[config.mk]
export PLATFORM = sky130hd
export DESIGN_NAME = sio_queue_ctrl
export DESIGN_NICKNAME = d
export VERILOG_FILES = /design/src/rtl/sio_queue_pkg.sv /design/src/rtl/sio_qctl_fsm.sv /design/src/rtl/sio_char_fifo.sv /design/src/rtl/sio_trig_cmp.sv /design/src/rtl/sio_queue_ctrl.sv
export SDC_FILE = /design/constraint.sdc
export NUM_CORES = 1
export LEC_CHECK = 0
export BUFFER_PORTS_ARGS = -buffer_cell sky130_fd_sc_hd__clkbuf_2
export CAP_MARGIN = 0
export CORE_ASPECT_RATIO = 0.8
export CORE_MARGIN = 1
export CORE_UTILIZATION = 60
export CTS_BUF_LIST = sky130_fd_sc_hd__clkbuf_4
export CTS_CLUSTER_SIZE = 10
export DETAILED_ROUTE_END_ITERATION = 8
export PLACE_DENSITY_LB_ADDON = 0.2
export RECOVER_POWER = 25
export SETUP_SLACK_MARGIN = 0.05
export SYNTH_ARGS = -nofsm -noshare
export SYNTH_HDL_FRONTEND = slang
export SYNTH_SLANG_ARGS = --single-unit
[constraint.sdc]
create_clock -name clk -period 3.9 [get_ports clk]
set_clock_uncertainty 0.05 [all_clocks]
set_input_delay 0.975 -clock clk [delete_from_list [all_inputs] [get_ports clk]]
set_output_delay 0.975 -clock clk [all_outputs]
set_load 0.02 [all_outputs]
[src/rtl/sio_queue_pkg.sv]
package sio_queue_pkg;

    typedef enum logic [0:0] {
        ST_OFF = 1'b0,
        ST_ON  = 1'b1
    } qctl_state_t;

    localparam int CFG_W = 8;

    // Receive fill level selected by the two-bit trigger code
    function automatic int unsigned trig_depth(input logic [1:0] sel);
        int unsigned lvl;
        unique case (sel)
            2'b00: lvl = 1;
            2'b01: lvl = 4;
            2'b10: lvl = 8;
            default: lvl = 14;
        endcase
        return lvl;
    endfunction

endpackage

[src/rtl/sio_qctl_fsm.sv]
module sio_qctl_fsm
    import sio_queue_pkg::*;
(
    input  logic             clk,
    input  logic             rst_n,
    input  logic             cfg_wr,
    input  logic [CFG_W-1:0] cfg_data,
    output logic             fifo_on,
    output logic             flush_rx,
    output logic             flush_tx,
    output logic [1:0]       trig_sel,
    output logic [CFG_W-1:0] cfg_q
);

    qctl_state_t state_q, state_d;
    logic [1:0]  trig_q;
    logic        wr_on;
    logic        toggle;
    logic        unused_rsvd;

    assign unused_rsvd = ^cfg_data[5:3];
    assign wr_on       = cfg_wr && cfg_data[0];

    // Next state
    always_comb begin
        state_d = state_q;
        unique case (state_q)
            ST_OFF: if (cfg_wr && cfg_data[0])  state_d = ST_ON;
            ST_ON:  if (cfg_wr && !cfg_data[0]) state_d = ST_OFF;
            default: state_d = ST_OFF;
        endcase
    end

    // State register and trigger field
    always_ff @(posedge clk) begin
        if (!rst_n) begin
            state_q <= ST_OFF;
            trig_q  <= 2'b00;
        end else begin
            state_q <= state_d;
            if (wr_on) trig_q <= cfg_data[7:6];
        end
    end

    // Outputs
    always_comb begin
        fifo_on  = (state_q == ST_ON);
        toggle   = cfg_wr && (cfg_data[0] != fifo_on);
        flush_rx = toggle || (wr_on && cfg_data[1]);
        flush_tx = toggle || (wr_on && cfg_data[2]);
        trig_sel = trig_q;
        cfg_q    = {trig_q, 5'b00000, fifo_on};
    end


    trig_hold_chk: assert property (@(posedge clk) disable iff (!rst_n)
        (cfg_wr && !cfg_data[0]) |=> $stable(trig_q));

endmodule

[src/rtl/sio_char_fifo.sv]
module sio_char_fifo #(
    parameter  int DATA_W = 8,
    parameter  int DEPTH  = 16,
    localparam int PTR_W  = (DEPTH > 1) ? $clog2(DEPTH) : 1,
    localparam int CNT_W  = $clog2(DEPTH + 1)
) (
    input  logic              clk,
    input  logic              rst_n,
    input  logic              flush,
    input  logic              push,
    input  logic [DATA_W-1:0] din,
    input  logic              pop,
    output logic [DATA_W-1:0] dout,
    output logic [CNT_W-1:0]  count,
    output logic              overrun
);

    localparam logic [CNT_W-1:0] FULL_CNT = CNT_W'(DEPTH);
    localparam logic [PTR_W-1:0] LAST_PTR = PTR_W'(DEPTH - 1);

    logic [DATA_W-1:0] mem [DEPTH];
    logic [PTR_W-1:0]  wr_ptr, rd_ptr;
    logic              full, empty, do_push, do_pop;

    assign full    = (count == FULL_CNT);
    assign empty   = (count == '0);
    assign do_push = push && !full && !flush;
    assign do_pop  = pop && !empty && !flush;

    always_ff @(posedge clk) begin
        if (do_push) mem[wr_ptr] <= din;
    end

    always_ff @(posedge clk) begin
        if (!rst_n) begin
            wr_ptr  <= '0;
            rd_ptr  <= '0;
            count   <= '0;
            overrun <= 1'b0;
            dout    <= '0;
        end else if (flush) begin
            wr_ptr  <= '0;
            rd_ptr  <= '0;
            count   <= '0;
            overrun <= 1'b0;
        end else begin
            if (do_push) wr_ptr <= (wr_ptr == LAST_PTR) ? '0 : wr_ptr + PTR_W'(1);
            if (do_pop) begin
                rd_ptr <= (rd_ptr == LAST_PTR) ? '0 : rd_ptr + PTR_W'(1);
                dout   <= mem[rd_ptr];
            end
            if (do_push && !do_pop)      count <= count + CNT_W'(1);
            else if (do_pop && !do_push) count <= count - CNT_W'(1);
            if (push && full) overrun <= 1'b1;
        end
    end


    fifo_bound_chk: assert property (@(posedge clk) disable iff (!rst_n)
        count <= FULL_CNT);


    flush_empties_chk: assert property (@(posedge clk) disable iff (!rst_n)
        flush |=> (count == '0) && !overrun);


    overrun_set_chk: assert property (@(posedge clk) disable iff (!rst_n)
        (push && full && !flush) |=> overrun);


    empty_pop_hold_chk: assert property (@(posedge clk) disable iff (!rst_n)
        (pop && empty && !flush && !push) |=> $stable(dout) && (count == '0));

endmodule

[src/rtl/sio_trig_cmp.sv]
module sio_trig_cmp
    import sio_queue_pkg::*;
#(
    parameter int CNT_W = 5
) (
    input  logic             clk,
    input  logic             rst_n,
    input  logic             on,
    input  logic [1:0]       sel,
    input  logic [CNT_W-1:0] count,
    output logic             irq
);

    logic [CNT_W-1:0] level;

    always_comb begin
        level = CNT_W'(trig_depth(sel));
        irq   = on && (count >= level);
    end


    irq_off_chk: assert property (@(posedge clk) disable iff (!rst_n)
        !on |-> !irq);

endmodule

[src/rtl/sio_queue_ctrl.sv]
module sio_queue_ctrl
    import sio_queue_pkg::*;
#(
    parameter  int DATA_W = 8,
    parameter  int DEPTH  = 16,
    localparam int CNT_W  = $clog2(DEPTH + 1)
) (
    input  logic              clk,
    input  logic              rst_n,
    input  logic              cfg_wr,
    input  logic [7:0]        cfg_data,
    output logic [7:0]        cfg_q,
    input  logic              rx_push,
    input  logic [DATA_W-1:0] rx_din,
    input  logic              rx_pop,
    output logic [DATA_W-1:0] rx_dout,
    output logic [CNT_W-1:0]  rx_count,
    output logic              rx_overrun,
    output logic              rx_trig_irq,
    input  logic              tx_push,
    input  logic [DATA_W-1:0] tx_din,
    input  logic              tx_pop,
    output logic [DATA_W-1:0] tx_dout,
    output logic [CNT_W-1:0]  tx_count,
    output logic              tx_overrun
);

    logic       fifo_on, flush_rx, flush_tx;
    logic [1:0] trig_sel;

    sio_qctl_fsm u_fsm (
        .clk      (clk),
        .rst_n    (rst_n),
        .cfg_wr   (cfg_wr),
        .cfg_data (cfg_data),
        .fifo_on  (fifo_on),
        .flush_rx (flush_rx),
        .flush_tx (flush_tx),
        .trig_sel (trig_sel),
        .cfg_q    (cfg_q)
    );

    sio_char_fifo #(.DATA_W(DATA_W), .DEPTH(DEPTH)) u_rx_fifo (
        .clk     (clk),
        .rst_n   (rst_n),
        .flush   (flush_rx),
        .push    (rx_push && fifo_on),
        .din     (rx_din),
        .pop     (rx_pop && fifo_on),
        .dout    (rx_dout),
        .count   (rx_count),
        .overrun (rx_overrun)
    );

    sio_char_fifo #(.DATA_W(DATA_W), .DEPTH(DEPTH)) u_tx_fifo (
        .clk     (clk),
        .rst_n   (rst_n),
        .flush   (flush_tx),
        .push    (tx_push && fifo_on),
        .din     (tx_din),
        .pop     (tx_pop && fifo_on),
        .dout    (tx_dout),
        .count   (tx_count),
        .overrun (tx_overrun)
    );

    sio_trig_cmp #(.CNT_W(CNT_W)) u_trig (
        .clk   (clk),
        .rst_n (rst_n),
        .on    (fifo_on),
        .sel   (trig_sel),
        .count (rx_count),
        .irq   (rx_trig_irq)
    );


    toggle_flush_chk: assert property (@(posedge clk) disable iff (!rst_n)
        (cfg_wr && (cfg_data[0] != cfg_q[0])) |=> (rx_count == '0) && (tx_count == '0));


    top_level_irq_chk: assert property (@(posedge clk) disable iff (!rst_n)
        (cfg_q[0] && rx_count >= CNT_W'(14)) |-> rx_trig_irq);


    off_push_ignored_chk: assert property (@(posedge clk) disable iff (!rst_n)
        (!cfg_q[0] && !cfg_wr) |=> (rx_count == '0) && (tx_count == '0));

endmodule

==> results.md <==
- Once detail routing completed, the nets flagged for antenna violations numbered 0.
- The cell type with the largest total area after synthesis is sky130_fd_sc_hd__edfxtp_1.
- The dominant synthesized flop cell is sky130_fd_sc_hd__edfxtp_1.
- The worst setup path startpoint is u_rx_fifo.count[0].
- The busiest layer in global routing is met2.
- The classification of the worst setup path is flip-flop to output port.
- Of all flip-flops after synthesis, the portion carrying an async set or reset was 0%.
- In the post-synthesis netlist, the biggest area contributors are sky130_fd_sc_hd__edfxtp_1 (61%), sky130_fd_sc_hd__mux4_1 (7.7%), sky130_fd_sc_hd__dfxtp_1 (7.5%).
- The weighted congestion reported at the end of routability-driven placement is between 0.7 and 0.8.
- The floorplan has 46 rows.
- TritonCTS built the clock tree.
- The share of the yosys chip area belonging to registers is around two thirds.
- The worst supply voltage drop on vdd is 0.000355 V.
- The number of instances resized during post-cts repair is 0.
- Wires add up to roughly 23,000 um.
- The number of slew-limit violations in the final report is 0.
- The number of global-route vias before repair was between 7,000 and 8,000.
- The met3 usage is between 5 and 6%.
- The final setup TNS is 0 ns.
- Clock latency on the worst-skew pair, taken at its later pin, is approximately 0.7 ns.
- The global-route total usage across every layer is 22.9%.
- The count of endpoints failing setup in the final report is 0.
- The die covers roughly 22,000 um2.
- At the pin with the least slew margin, the transition time is ~1.1 ns.
- The launching element type of the critical path is a flip-flop.
- The flip-flop and latch count after synthesis is between 300 and 400.
- For this run, global-route usage on met2 was measured as a little over a third.
- The number of top-level pins is 68.
- The core outline area is 20,200 um2.
- STA puts the critical path data required time at about 2.9 ns.
- The number of setup buffers added after CTS is 0.
- The die is ~130 um tall.
- The initial antenna violation count is 0.
- The post-detailed-route wirelength per cell is 20.3 um.
- The fraction of power spent switching nets is 20.6%.
- The share of total power dissipated in sequential elements is between 50% and 60%.
- The maximum number of pins on one net before global-route repair is 38.
- The share of Yosys cell area claimed by the top area cell type is between 60% and 70%.
- The period utilization is 86.8%.
- In this run the power density over the cells is approximately 460 nW/um2.
- The root buffer selected by CTS is sky130_fd_sc_hd__clkbuf_4.
- The deepest clock path buffer count is 3.
- The count of max-cap constraint violations is 0.
- Hold timing on the final database bottoms out at a slack of between 0.4 and 0.5 ns.
- The routed layout has between 6,000 and 7,000 vias.
- The number of antenna diodes in the final layout is 0.
- The first-pass GRT wire length is roughly 37,000 um.
- The startpoint identified for the worst hold timing path is u_rx_fifo.dout[1].
- The number of input and output port buffers inserted is 59.
- The net load switching power is between 1 and 1.5 mW.
- The layout cell share with drive strength beyond 1 is 28.4%.
- Buffers inserted to repair hold after CTS numbered 0.
- The met1 track demand over resource in global routing is between 30% and 40%.
- The setup slack of the most critical reg-to-reg path is roughly 0.96 ns.
- The arrival time reported for the critical path endpoint is between 2 and 2.5 ns.
- The total grt overflow is 0.
- The final setup slack of the worst path is a little over 0.5 ns.
- Yosys mapped a number of flops with a built-in enable equal to 256.
- The effective utilization at floorplan is 62.2%.
- The netlist area before placement is about 13,000 um2.
- For the finished layout, the period the worst path requires is ~3.4 ns.
- For this run, the top clock speed supported by timing is 296 MHz.
- The internal power is 5.13 mW.
- The class of the tightest hold or removal check is flip-flop to flip-flop.
- Dividing the synthesized area by the synthesized cell count gives between 15 and 20 um2.
- For this run, the number of Yosys warnings is 0.
- Headroom to the max-slew limit came out at around a quarter.
- The first-pass iteration count of the detailed router is 5.
- The flow ran to the end, and the final reports show no timing, DRC or antenna violations.
- Summed over all cells, the static leakage comes to between 4 and 5 nW.
- OpenSTA, run right after detailed placement, puts the worst setup slack at 0.421 ns.
- After clock tree synthesis, the clock-pin slew on the worst setup and hold paths is approximately 0.07 ns.
- After legalization and detailed placement, the total HPWL measured between 10,000 and 15,000 um.
- CTS saw 303 sinks.
- Compared with the post-synthesis result, the final layout area differs by 11.8%.
- Using the TritonRoute via totals, the vias-per-cell ratio works out to ~6.
- The largest fanout of any net on the critical path is 6.
- CTS built an H-tree with a depth of 3.
- The first routing iteration left 480 violations.
- The final net count is 886.
- The startpoint identified for the worst register-to-register timing path is u_rx_fifo.count[0].
- The die width is 164 um.
- The number of unique standard cell types used by synthesis is between 40 and 50.
- Counting every instance in the synthesized netlist gives ~710.
- In this run, the combinational gates consume ~2.5% of the power.
- STA classifies the critical path endpoint as an output port.
- The number of hold violations in the final report came to 0.
- Setup repair after global routing left no endpoint under its margin.
- The clock network is responsible for 42.9% of the overall power.
- In the routed design, unresolved DRC markers number 0.
- Buffers inserted during clock tree synthesis total 73.
-- cell usage after synthesis (all sizes together), types with 11 or more instances --
master / n
clkbuf: 19
mux2: 32
mux4: 64
nand2: 40
buf: 25
a22oi: 16
nand3: 19
dfxtp: 47
ha: 22
inv: 15
a21oi: 22
nor3: 11
nor2: 56
edfxtp: 256
-- layout by cell type, fill, tap and decap left out, drive strengths merged, types with 6 or more instances in the layout --
master    n
a22oi    16
o21ai     8
clkinv   22
nor2     56
inv      17
mux2     32
nand2    40
buf      25
clkbuf  162
dfxtp    47
nor3     11
edfxtp  256
nand3    19
mux4     64
ha       22
xnor2     6
a21oi    22
nand2b    7
-- layer usage --
| metal | vias to the layer above | wire length (um) |
|---|---|---|
| met1 | 3446 | 10300 |
| met3 | 43 | 1720 |
| met4 | 0 | 387 |
| met2 | 269 | 11000 |
| met5 | - | 0 |
| li1 | 3103 | - |
-- cell families (layout without fill, tap and decap cells) --
| kind of cell | after synthesis | count (layout) | synth area share (%) |
|---|---|---|---|
| fa+ha+maj | 24 | 24 | 2.51 |
| compound gates | 69 | 69 | 3.75 |
| buf+inv | 59 | 231 | 3.20 |
| other cells | 1 | 5 | 0.0298 |
| mux | 101 | 101 | 15.8 |
| flops | 303 | 303 | 68.6 |
| xor+xnor | 11 | 11 | 0.766 |
| simple gates | 144 | 144 | 5.27 |
-- flip-flops by register name (all words and copies together) (netlist names), named ones only --
signal and flops:
u_fsm.trig_sel 2, u_rx_fifo.count 5, u_rx_fifo.mem 128, u_tx_fifo.rd_ptr 4, u_tx_fifo.count 5, u_rx_fifo.overrun 1
u_tx_fifo.mem 128, u_rx_fifo.dout 8, u_rx_fifo.wr_ptr 4, u_tx_fifo.wr_ptr 4, u_rx_fifo.rd_ptr 4, u_tx_fifo.dout 8
u_tx_fifo.overrun 1
-- power groups by stage --
stage,registers [mW],clock network [mW],logic (mW)
after floorplan,3.60,0,0.0878
after global placement,3.60,0,0.151
after global routing,3.53,2.99,0.175
after detailed placement,3.60,0,0.160
after CTS,3.53,2.83,0.162
final,3.53,2.76,0.160
-- critical path: stages (launching register included) --
cell and delay [ns]:
sky130_fd_sc_hd__dfxtp_1 0.52, sky130_fd_sc_hd__inv_1 0.08, sky130_fd_sc_hd__ha_1 0.29, sky130_fd_sc_hd__nand2b_1 0.15, sky130_fd_sc_hd__a21oi_1 0.19, sky130_fd_sc_hd__nor2b_1 0.06
sky130_fd_sc_hd__o21ai_0 0.14, sky130_fd_sc_hd__a21oi_1 0.09, sky130_fd_sc_hd__clkbuf_2 0.15
-- final timing paths --
kind                            cells after the start            endpoint
worst max-delay path                                8         rx_trig_irq
worst min-delay path                                2   u_rx_fifo.dout[1]
worst max register to register                     10  u_rx_fifo.count[4]
worst min register to register                      2   u_rx_fifo.dout[1]
-- final cells by class --
| type | instances | area [um2] |
|---|---|---|
| flip-flops and latches | 303 | 8630 |
| fillers | 1285 | 6140 |
| multi-input cells | 354 | 3560 |
| clock buffers | 103 | 773 |
| repair buffers | 84 | 468 |
| well taps | 264 | 330 |
| clock inverters | 29 | 243 |
| inverters | 15 | 56.3 |
-- through the flow --
step	util [%]	instance area, um2	cells	total power, mW
floorplan	-	12600	716	3.69
global route	69.6	14100	1152	6.69
finish	69.6	14100	1152	6.45
global placement	64.6	13100	1020	3.75
CTS	69.7	14100	1152	6.51
detailed placement	64.6	13100	1020	3.76
Note: power is estimated with default switching activity, not from simulation.
